## src/rtl/spi_xcvr_pkg.sv

```systemverilog
package spi_xcvr_pkg;

  // Width of the half-period counter; holds the largest half period (64).
  localparam int unsigned HALF_W = 7;

  typedef struct packed {
    logic       cpol;
    logic       cpha;
    logic       master;
    logic       dbl;
    logic [1:0] rate;
    logic       ss_en;
  } spi_cfg_t;

  // Half of the serial clock period in system clocks.
  // Normal speed: 2, 8, 32, 64; double speed: 1, 4, 16, 32.
  function automatic logic [HALF_W-1:0] half_period(input logic dbl,
                                                    input logic [1:0] rate);
    logic [2:0] ex;
    case (rate)
      2'd0:    ex = 3'd1;
      2'd1:    ex = 3'd3;
      2'd2:    ex = 3'd5;
      default: ex = 3'd6;
    endcase
    if (dbl) ex = ex - 3'd1;
    return HALF_W'(1) << ex;
  endfunction

endpackage

```

## src/rtl/spi_rate_gen.sv

```systemverilog
module spi_rate_gen
  import spi_xcvr_pkg::*;
(
  input  logic       clk,
  input  logic       rst_n,
  input  logic       run,
  input  logic       dbl,
  input  logic [1:0] rate,
  output logic       tick
);

  logic [HALF_W-1:0] half;
  logic [HALF_W-1:0] cnt_q, cnt_d;

  always_comb begin
    half = half_period(dbl, rate);
    tick = run && (cnt_q == half - HALF_W'(1));
    if (!run || tick) cnt_d = '0;
    else              cnt_d = cnt_q + HALF_W'(1);
  end

  always_ff @(posedge clk or negedge rst_n) begin
    if (!rst_n) cnt_q <= '0;
    else        cnt_q <= cnt_d;
  end

endmodule

```

## src/rtl/spi_in_sync.sv

```systemverilog
module spi_in_sync #(
  parameter int          W       = 3,
  parameter int          STAGES  = 2,
  parameter logic [W-1:0] RST_VAL = '0
) (
  input  logic         clk,
  input  logic         rst_n,
  input  logic [W-1:0] d,
  output logic [W-1:0] q
);

  logic [W-1:0] stage_q [STAGES];

  for (genvar s = 0; s < STAGES; s++) begin : g_stage
    if (s == 0) begin : g_first
      always_ff @(posedge clk or negedge rst_n) begin
        if (!rst_n) stage_q[s] <= RST_VAL;
        else        stage_q[s] <= d;
      end
    end else begin : g_next
      always_ff @(posedge clk or negedge rst_n) begin
        if (!rst_n) stage_q[s] <= RST_VAL;
        else        stage_q[s] <= stage_q[s-1];
      end
    end
  end

  assign q = stage_q[STAGES-1];

endmodule

```

## src/rtl/spi_shift_core.sv

```systemverilog
module spi_shift_core #(
  parameter int DW = 8
) (
  input  logic          clk,
  input  logic          rst_n,
  input  logic          restart,
  input  logic          load,
  input  logic [DW-1:0] load_data,
  input  logic          edge_stb,
  input  logic          cpha,
  input  logic          in_bit,
  output logic          out_bit,
  output logic          rx_stb,
  output logic [DW-1:0] rx_byte,
  output logic          last_edge,
  output logic          active
);

  localparam int          EW     = $clog2(2*DW);
  localparam logic [EW-1:0] E_LAST = EW'(2*DW-1);

  logic [EW-1:0] e_q, e_d;
  logic [DW-1:0] sh_q, sh_d;
  logic          rb_q, rb_d;
  logic          sample, shift;

  always_comb begin
    sample    = edge_stb && (e_q[0] == cpha);
    shift     = edge_stb && (e_q[0] != cpha) && !(cpha && (e_q == '0));
    last_edge = edge_stb && (e_q == E_LAST);
    rx_stb    = sample && (e_q[EW-1:1] == (EW-1)'(DW-1));
    rx_byte   = {sh_q[DW-2:0], in_bit};
    active    = (e_q != '0);
    out_bit   = sh_q[DW-1];

    if (restart || last_edge) e_d = '0;
    else if (edge_stb)        e_d = e_q + EW'(1);
    else                      e_d = e_q;

    rb_d = sample ? in_bit : rb_q;

    if (load)       sh_d = load_data;
    else if (shift) sh_d = {sh_q[DW-2:0], rb_q};
    else            sh_d = sh_q;
  end

  always_ff @(posedge clk or negedge rst_n) begin
    if (!rst_n) begin
      e_q  <= '0;
      sh_q <= '0;
      rb_q <= 1'b0;
    end else begin
      e_q  <= e_d;
      sh_q <= sh_d;
      rb_q <= rb_d;
    end
  end

endmodule

```

## src/rtl/spi_xcvr.sv

```systemverilog
module spi_xcvr
  import spi_xcvr_pkg::*;
#(
  parameter int DW = 8
) (
  input  logic          clk,
  input  logic          rst_n,
  input  logic          cfg_wr,
  input  logic          cfg_cpol,
  input  logic          cfg_cpha,
  input  logic          cfg_master,
  input  logic          cfg_dbl,
  input  logic [1:0]    cfg_rate,
  input  logic          cfg_ss_en,
  input  logic          dat_wr,
  input  logic [DW-1:0] dat_wdata,
  input  logic          dat_rd,
  output logic [DW-1:0] dat_rdata,
  input  logic          stat_rd,
  output logic          done_o,
  output logic          wcol_o,
  output logic          master_o,
  input  logic          sck_in,
  output logic          sck_out,
  output logic          sck_drive,
  input  logic          ss_n,
  input  logic          mosi_in,
  output logic          mosi_out,
  input  logic          miso_in,
  output logic          miso_out
);

  // Reset: asserted asynchronously, released after two clock edges.
  logic [1:0] rst_pipe;
  logic       rst_q_n;

  always_ff @(posedge clk or negedge rst_n) begin
    if (!rst_n) rst_pipe <= '0;
    else        rst_pipe <= {rst_pipe[0], 1'b1};
  end
  assign rst_q_n = rst_pipe[1];

  // Configuration register.
  spi_cfg_t cfg_q, cfg_d;
  logic     modf;

  // Input synchronizers: {sck, ss_n, mosi}
  logic [2:0] pin_sync;
  logic       s_sck, s_ss_n, s_mosi, s_sck_d;

  spi_in_sync #(.W(3), .STAGES(2), .RST_VAL(3'b010)) u_sync (
    .clk   (clk),
    .rst_n (rst_q_n),
    .d     ({sck_in, ss_n, mosi_in}),
    .q     (pin_sync)
  );
  assign {s_sck, s_ss_n, s_mosi} = pin_sync;

  // Master state.
  logic m_busy, m_busy_d;
  logic m_tick, m_start, m_edge;
  logic sck_ph, sck_ph_d;

  // Slave edge detection.
  logic sel, s_edge;

  // Shift engine hookup.
  logic          core_restart, core_load, core_edge, core_in;
  logic          core_out, core_rx_stb, core_last, core_active;
  logic [DW-1:0] core_rx;
  logic          busy_any;

  // Flags and read buffer.
  logic          done_q, done_d, wcol_q, wcol_d, seen_q, seen_d;
  logic          done_set, wcol_set, flag_clr;
  logic [DW-1:0] rx_buf_q, rx_buf_d;

  spi_rate_gen u_rate (
    .clk   (clk),
    .rst_n (rst_q_n),
    .run   (m_busy),
    .dbl   (cfg_q.dbl),
    .rate  (cfg_q.rate),
    .tick  (m_tick)
  );

  spi_shift_core #(.DW(DW)) u_core (
    .clk       (clk),
    .rst_n     (rst_q_n),
    .restart   (core_restart),
    .load      (core_load),
    .load_data (dat_wdata),
    .edge_stb  (core_edge),
    .cpha      (cfg_q.cpha),
    .in_bit    (core_in),
    .out_bit   (core_out),
    .rx_stb    (core_rx_stb),
    .rx_byte   (core_rx),
    .last_edge (core_last),
    .active    (core_active)
  );

  always_comb begin
    // mode fault and slave selection
    modf   = cfg_q.master && cfg_q.ss_en && !s_ss_n;
    sel    = !cfg_q.master && !s_ss_n;
    s_edge = sel && (s_sck != s_sck_d);

    busy_any = cfg_q.master ? m_busy : core_active;
    m_start  = dat_wr && cfg_q.master && !m_busy && !modf;
    m_edge   = m_busy && m_tick;

    core_restart = m_start || modf || (!cfg_q.master && !sel);
    core_load    = dat_wr && !busy_any;
    core_edge    = cfg_q.master ? m_edge : s_edge;
    core_in      = cfg_q.master ? miso_in : s_mosi;

    // configuration next state: mode fault overrides a write
    cfg_d = cfg_q;
    if (cfg_wr) begin
      cfg_d.cpol   = cfg_cpol;
      cfg_d.cpha   = cfg_cpha;
      cfg_d.master = cfg_master;
      cfg_d.dbl    = cfg_dbl;
      cfg_d.rate   = cfg_rate;
      cfg_d.ss_en  = cfg_ss_en;
    end
    if (modf) cfg_d.master = 1'b0;

    // master sequencing
    if (m_start)                         m_busy_d = 1'b1;
    else if (modf || (m_busy && core_last)) m_busy_d = 1'b0;
    else                                 m_busy_d = m_busy;

    if (m_start)     sck_ph_d = 1'b0;
    else if (m_edge) sck_ph_d = ~sck_ph;
    else             sck_ph_d = sck_ph;

    // flags
    done_set = core_last || modf;
    wcol_set = dat_wr && busy_any;
    flag_clr = dat_rd && seen_q;

    if (done_set)      done_d = 1'b1;
    else if (flag_clr) done_d = 1'b0;
    else               done_d = done_q;

    if (wcol_set)      wcol_d = 1'b1;
    else if (flag_clr) wcol_d = 1'b0;
    else               wcol_d = wcol_q;

    if (flag_clr)               seen_d = 1'b0;
    else if (stat_rd && done_q) seen_d = 1'b1;
    else                        seen_d = seen_q;

    rx_buf_d = core_rx_stb ? core_rx : rx_buf_q;
  end

  always_ff @(posedge clk or negedge rst_q_n) begin
    if (!rst_q_n) begin
      cfg_q    <= '0;
      m_busy   <= 1'b0;
      sck_ph   <= 1'b0;
      s_sck_d  <= 1'b0;
      done_q   <= 1'b0;
      wcol_q   <= 1'b0;
      seen_q   <= 1'b0;
      rx_buf_q <= '0;
    end else begin
      cfg_q    <= cfg_d;
      m_busy   <= m_busy_d;
      sck_ph   <= sck_ph_d;
      s_sck_d  <= s_sck;
      done_q   <= done_d;
      wcol_q   <= wcol_d;
      seen_q   <= seen_d;
      rx_buf_q <= rx_buf_d;
    end
  end

  assign sck_out   = cfg_q.cpol ^ (m_busy & sck_ph);
  assign sck_drive = cfg_q.master;
  assign mosi_out  = core_out;
  assign miso_out  = core_out;
  assign dat_rdata = rx_buf_q;
  assign done_o    = done_q;
  assign wcol_o    = wcol_q;
  assign master_o  = cfg_q.master;

endmodule

```

## config.mk

```make
export PLATFORM = sky130hd
export DESIGN_NAME = spi_xcvr
export DESIGN_NICKNAME = d
export VERILOG_FILES = /design/src/rtl/spi_xcvr_pkg.sv /design/src/rtl/spi_rate_gen.sv /design/src/rtl/spi_in_sync.sv /design/src/rtl/spi_shift_core.sv /design/src/rtl/spi_xcvr.sv
export SDC_FILE = /design/constraint.sdc
export NUM_CORES = 1
export LEC_CHECK = 0
export ABC_AREA = 1
export ABC_CLOCK_PERIOD_IN_PS = 1800
export CORE_ASPECT_RATIO = 0.9
export CORE_MARGIN = 4
export CORE_UTILIZATION = 52
export CTS_BUF_LIST = sky130_fd_sc_hd__clkbuf_16
export CTS_CLUSTER_SIZE = 10
export DETAILED_ROUTE_END_ITERATION = 16
export GPL_ROUTABILITY_DRIVEN = 0
export MAX_ROUTING_LAYER = met4
export PLACE_DENSITY = 0.88
export SYNTH_ARGS = -nofsm -noshare
export SYNTH_HDL_FRONTEND = slang
export SYNTH_SLANG_ARGS = --single-unit
```

## constraint.sdc

```tcl
create_clock -name clk -period 1.8 [get_ports clk]
set_input_delay 0.36 -clock clk [delete_from_list [all_inputs] [get_ports clk]]
set_output_delay 0.36 -clock clk [all_outputs]
set_load 0.02 [all_outputs]
```

=== Yosys cells after proc, flatten, opt, wreduce, memory -nomap -nowiden ===
Index checks and enable logic that the tools add are counted.

* Register bits: 49
* Bits in latches: 0
* RAM bits: 0
* Bits in read-only memories: 0
* Input port bits: 25
* Output and inout port bits: 15
* Word-level logic and storage cells: 102
* Memories: 0

* Add/subtract/negate cells: 4
* $mul: 0
* Divide/modulo/power cells: 0
* Magnitude comparators: 0
* Equal/unequal tests: 8
* Shifts and indexed selects: 1
* Multiplexer cells: 21
* Bitwise operators: 3
* Reduce and logical (&&, ||, !) cells: 45

{| class="wikitable"
|+ Operators with widths
! kind !! count
|-
| 1-bit logical AND || 21
|-
| 8-bit 2-to-1 mux || 2
|-
| 2-bit nonzero test || 8
|-
| 1-bit 2-to-1 mux || 13
|-
| 3-bit case mux with 3 select lines || 1
|-
| 4-bit 2-to-1 mux || 2
|-
| 7-bit by 1-bit adder with 7-bit output (second input constant) || 1
|-
| 7-bit == test || 1
|-
| 1-bit zero test || 7
|-
| 7-bit 2-to-1 mux || 1
|-
| 1-bit by 3-bit << shifter with 7-bit output (first input constant) || 1
|-
| 7-bit by 1-bit subtractor with 7-bit output (second input constant) || 1
|-
| 1-bit logical OR || 6
|-
| 5-bit 2-to-1 mux || 1
|-
| 4-bit by 1-bit adder with 4-bit output (second input constant) || 1
|-
| 4-bit == test (second input constant) || 1
|-
| 4-bit zero test || 1
|-
| 4-bit nonzero test || 1
|-
| 3-bit == test (second input constant) || 1
|-
| 3-bit 2-to-1 mux || 1
|-
| 3-bit by 1-bit subtractor with 3-bit output (second input constant) || 1
|-
| 2-bit by 1-bit == test with 1-bit output (second input constant) || 1
|-
| 2-bit == test (second input constant) || 1
|-
| 2-bit zero test || 1
|-
| other kinds (5) || 6
|}

=== Depth between registers and ports, before layout ===
* Word-level depth: 15
* Gate-level depth with buffers: 13
* Gate-level depth less buffers: 13

=== Modules after synthesis ===
Synthesis repeated with hierarchy kept, for this count alone.

* Cell total of the unflattened synthesis: 300
* Area, all modules: 2,406.1 µm²

{| class="wikitable"
|+ Modules (own cells, without submodules)
! module !! times used !! cells an instance !! area an instance (µm²) !! seq. area each (µm²)
|-
| spi_xcvr || 1 || 121 || 988.4 || 575.6
|-
| spi_shift_core || 1 || 102 || 750.7 || 325.3
|-
| spi_rate_gen || 1 || 68 || 491.7 || 175.2
|-
| spi_in_sync || 1 || 9 || 175.2 || 152.6
|}

=== Worst setup path after synthesis ===
OpenSTA, ideal clock, no wires.

* Kind: register to register
* Start: register cfg_q, in the netlist master_o
* End: register rx_buf_q[4], in the netlist dat_rdata[4]
* Setup time: 0.118 ns
* Arrival: 1.545 ns
* Data required time: 1.682 ns
* Path slack: 0.137 ns
* Cell stages (with the launch flop): 9
* Buffers on the path: 1
* Period minus slack after synthesis: 1.663 ns
* Cells stage by stage: dfrtp_1 -> inv_1 -> o21ai_0 -> a211o_2 -> nand2_4 -> nand3_4 -> buf_6 -> nand2_1 -> o21ai_2

* Cells in the longest elaborated chain, start to end: 6

{| class="wikitable"
|+ Ends and longest elaborated chain
! element !! RTL line !! text
|-
| start: declaration || spi_xcvr.sv:44 || <nowiki>spi_cfg_t cfg_q, cfg_d;</nowiki>
|-
| start signal: assignment || spi_xcvr.sv:170 || <nowiki>cfg_q <= cfg_d;</nowiki>
|-
| 1-bit zero test || spi_xcvr.sv:106 || <nowiki>sel = !cfg_q.master && !s_ss_n;</nowiki>
|-
| 1-bit logical AND || spi_xcvr.sv:106 ||
|-
| 1-bit logical AND || spi_xcvr.sv:107 || <nowiki>s_edge = sel && (s_sck != s_sck_d);</nowiki>
|-
| 1-bit 2-to-1 mux (*) || spi_xcvr.sv:115 || <nowiki>core_edge = cfg_q.master ? m_edge : s_edge;</nowiki>
|-
| 1-bit logical AND (*) || spi_shift_core.sv:28 || <nowiki>sample = edge_stb && (e_q[0] == cpha);</nowiki>
|-
| 1-bit logical AND (*) || spi_shift_core.sv:31 || <nowiki>rx_stb = sample && (e_q[EW-1:1] == (EW-1)'(DW-1));</nowiki>
|-
| end signal: assignment || spi_xcvr.sv:177 || <nowiki>rx_buf_q <= rx_buf_d;</nowiki>
|-
| end: declaration || spi_xcvr.sv:76 || <nowiki>logic [DW-1:0] rx_buf_q, rx_buf_d;</nowiki>
|}

Every way passes the cells marked *; elsewhere a longest branch is shown, timed or not.
A chain may end at the register's enable or synchronous reset.

=== Final worst setup path ===
* Start: register cfg_q, in the netlist master_o
* End: output master_o

{| class="wikitable"
|+ RTL lines
! element !! RTL line !! text
|-
| end: declaration || spi_xcvr.sv:22 || <nowiki>output logic master_o,</nowiki>
|}

No word-level cell between the ends.

==> flow_summary.ini <==
[worst_setup_path]
worstPathMaxFanout = 5
critPathTopFamily = buffers and inverters
critPathMaxStageDelay_ns = 0.64
critical_path_cell_by_cell = clkdlybuf4s50_1
worst_setup_path_startpoint = master_o
critical_path.slowest_cell = clkdlybuf4s50_1
cp.required_ns = 1.44
rr_worst_depth = 10
timing.critical_path.from_type = register
setup.worst_path.end_class = output pin
timing.rr.start = u_core.e_q[1]
timing.reg2reg.setup_slack_ns = 0.11
critical_path_arrival_ns = 1.38
worstPathBufferInverterCount = 1
worst-setup-path-type = reg -> out
critical_path.reg2reg.endpoint = u_core.sh_q[0]

[clocking]
h_tree_depth = 2
cts_buffer_depth = 2
cts_tree = built
cts_num_sinks = 49
clkTransAtPathRegs_ns = 0.06
cts_buffers = 5
clk-insertion-delay-late_ns = 0.29
cts_root_buf = clkbuf_16

[synth]
netlist-cell-type-count = 33
synth-edff-count = 0
syn_area_sq_mm = 0.00228
postSynthNetCount = 294
synth.yosys.warnings = 0
sequential_to_total_area_share_from_yosys_stat = 0.538
ys_async_sr_fraction = 1.00
syn-mean-instance-area_sq_um = 8.59
synth_top_flop_cell = dfrtp_1
postSynthCellCount = 266
synthesis_stage_register_bit_count = 49

[pwr]
cellLeakagePower_nw = 1.44
worst_ir_drop_vdd_v = 0.000761
pwr_density_cell_mw_per_mm2 = 1120

[die]
floorplan.initialDensity = 0.550
die-area_sq_mm = 0.00552
die_w_um = 77.9
floorplan.rows = 22
y_dimension_of_the_die_um = 70.9
core_sq_mm = 0.00416
i_o_pin_total = 40

[cells_and_area]
seq_area_sq_mm = 0.00123
final_net_count = 347
n_antenna_cell = 0
most-common-layout-cells = 79 x nand2_1, 46 x dfrtp_1, 37 x clkdlybuf4s50_1
final_core_utilization = 0.725
most_common_cell_after_layout_fill_and_taps_aside = nand2_1
syn_to_final_growth_pct = 31.9
finalNonFillerCells = 380
multi_input_comb_area_sq_um = 960
fillers = 305
post_route_cells_drive_above_1_share = 0.147

[sta]
rsz0062_at_grt = yes
setup_tns_ns = 0
layout_min_cycle_time_ns = 1.74
timing.fmax_mhz = 574
finalHoldWorstSlack_ns = 0.224
timing.clock.skew_ns = 0.00929
finalWorstSetupSlack_ns = 0.0588
post-route-period-util = 0.967
maxSlewViolCount = 0
finalHoldViolCount = 0
finalSetupViolations = 0

[route]
first_pass_iters = 4
drt.antenna.violating_nets = 0
number_of_design_rule_violations_left_after_detail_routing = 0
avgViaCountPerCell = 5.14
route.vias.total = 1952
wire_length_reported_by_the_detailed_router_um = 5180
avgRoutedWirePerCell_um = 13.6
dr.first_iter.drc_count = 133

[placement]
place_ws_ns = 0.109
dp.final_hpwl_um = 3480
place.port_buffers = 39
cell_count_post_placement = 366

[global_route]
via_count_of_the_first_global_routing_pass = 1749
global_route.overflow_total = 0
grt_start_max_net_pins = 27
grt_first_pass_wirelength_um = 7770
antenna_found_initial = 0
grtUsageTotal = 0.185

[worst_hold_path]
timing.hold.worst.class = reg -> async

[status]
outcome = completed

[run]
max_cap_violation_count = 0
through the flow:
stage	area (sq um)	power [W]
after global routing	3010	0.00355
after global placement	2780	0.00238
after floorplan	2280	0.00206
final	3010	0.00336
after CTS	2910	0.00330
after detailed placement	2780	0.00242
cell families after synthesis:
| group | after synthesis | synth area share |
|---|---|---|
| AND/OR/NAND/NOR | 136 | 0.261 |
| adder cells (fa/ha/maj) | 3 | 0.0164 |
| other | 1 | 0.00164 |
| flip-flops | 49 | 0.538 |
| XOR/XNOR | 4 | 0.0153 |
| AO/OA/AOI/OAI | 34 | 0.0942 |
| buffers and inverters | 38 | 0.0690 |
| multiplexers | 1 | 0.00493 |
area by class of cell:
cell class | instances | area share
clock buffers | 5 | 0.0415
clock inverters | 3 | 0.00374
inverters | 32 | 0.0411
multi-input cells | 181 | 0.319
flip-flops and latches | 49 | 0.408
well taps | 60 | 0.0249
repair buffers | 49 | 0.160
repair inverters | 1 | 0.00166
registers in the layout, summed over array words and instances (netlist names):
register,flops
dat_rdata,8
u_core.sh_q,8
u_rate.cnt_q,7
cfg_q,6
u_core.e_q,4
u_sync.q,3
u_sync.stage_q,3
rst_pipe,2
done_o,1
m_busy,1
master_o,1
s_sck_d,1
sck_ph,1
seen_q,1
u_core.rb_q,1
wcol_o,1
synth_stat cells, types with 2 or more instances:
library cell,instances,share of area
a21oi_1,5,0.011
buf_4,2,0.0066
clkbuf_1,2,0.0033
dfrtp_1,47,0.51
dfstp_2,2,0.023
ha_1,3,0.016
inv_1,31,0.051
nand2_1,83,0.14
nand2_2,3,0.0082
nand2_4,2,0.0099
nand3_1,19,0.042
nor2_1,18,0.030
nor2_2,2,0.0055
nor3_1,4,0.0088
o21ai_0,16,0.035
o21ai_2,8,0.031
xor2_1,3,0.012
report_power, final:
part           internal (W)  leakage [nW]  switching, W
clock              0.000500        0.0738      0.000368
sequential          0.00131         0.619      0.000160
combinational      0.000411         0.750      0.000614
per-layer routing:
metal	vias to the layer above	track usage	share of wire
met1	909	0.232	0.41
met4	0	0.0771	0.025
met2	79	0.289	0.49
met5	-	-	0
li1	947	-	-
met3	17	0.0433	0.068
how the worst max path moves through the flow:
stage / end / slack [ns] / cells after the start
after global placement: dat_rdata[1] / 0.12 / 12
final: master_o / 0.06 / 1
after detailed placement: dat_rdata[4] / 0.11 / 12
after global routing: u_core.sh_q[5] / -0.05 / 10
after CTS: sck_drive / 0.05 / 1
after floorplan: dat_rdata[4] / 0.14 / 8
worst register-to-register path, cell delays in order (launching register included):
cell and delay, ns:
dfrtp_1 0.43, inv_1 0.10, ha_1 0.17, nand3_1 0.12
a21oi_1 0.21, nand2_2 0.13, buf_4 0.21, nand2_1 0.07
nand2_1 0.05, nand2_1 0.06, nand2_1 0.04
repair_timing:
| item | in CTS | in global routing |
|---|---|---|
| buffers inserted | 0 | 3 |
| hold endpoints to repair | 0 | 0 |
| hold buffers | 0 | 0 |
| resized for setup | 1 | 12 |
| pin swaps | 0 | 5 |
| gates cloned | 0 | 3 |
| endpoints found under the setup margin | 1 | 22 |
(Power assumes the default switching activity.)
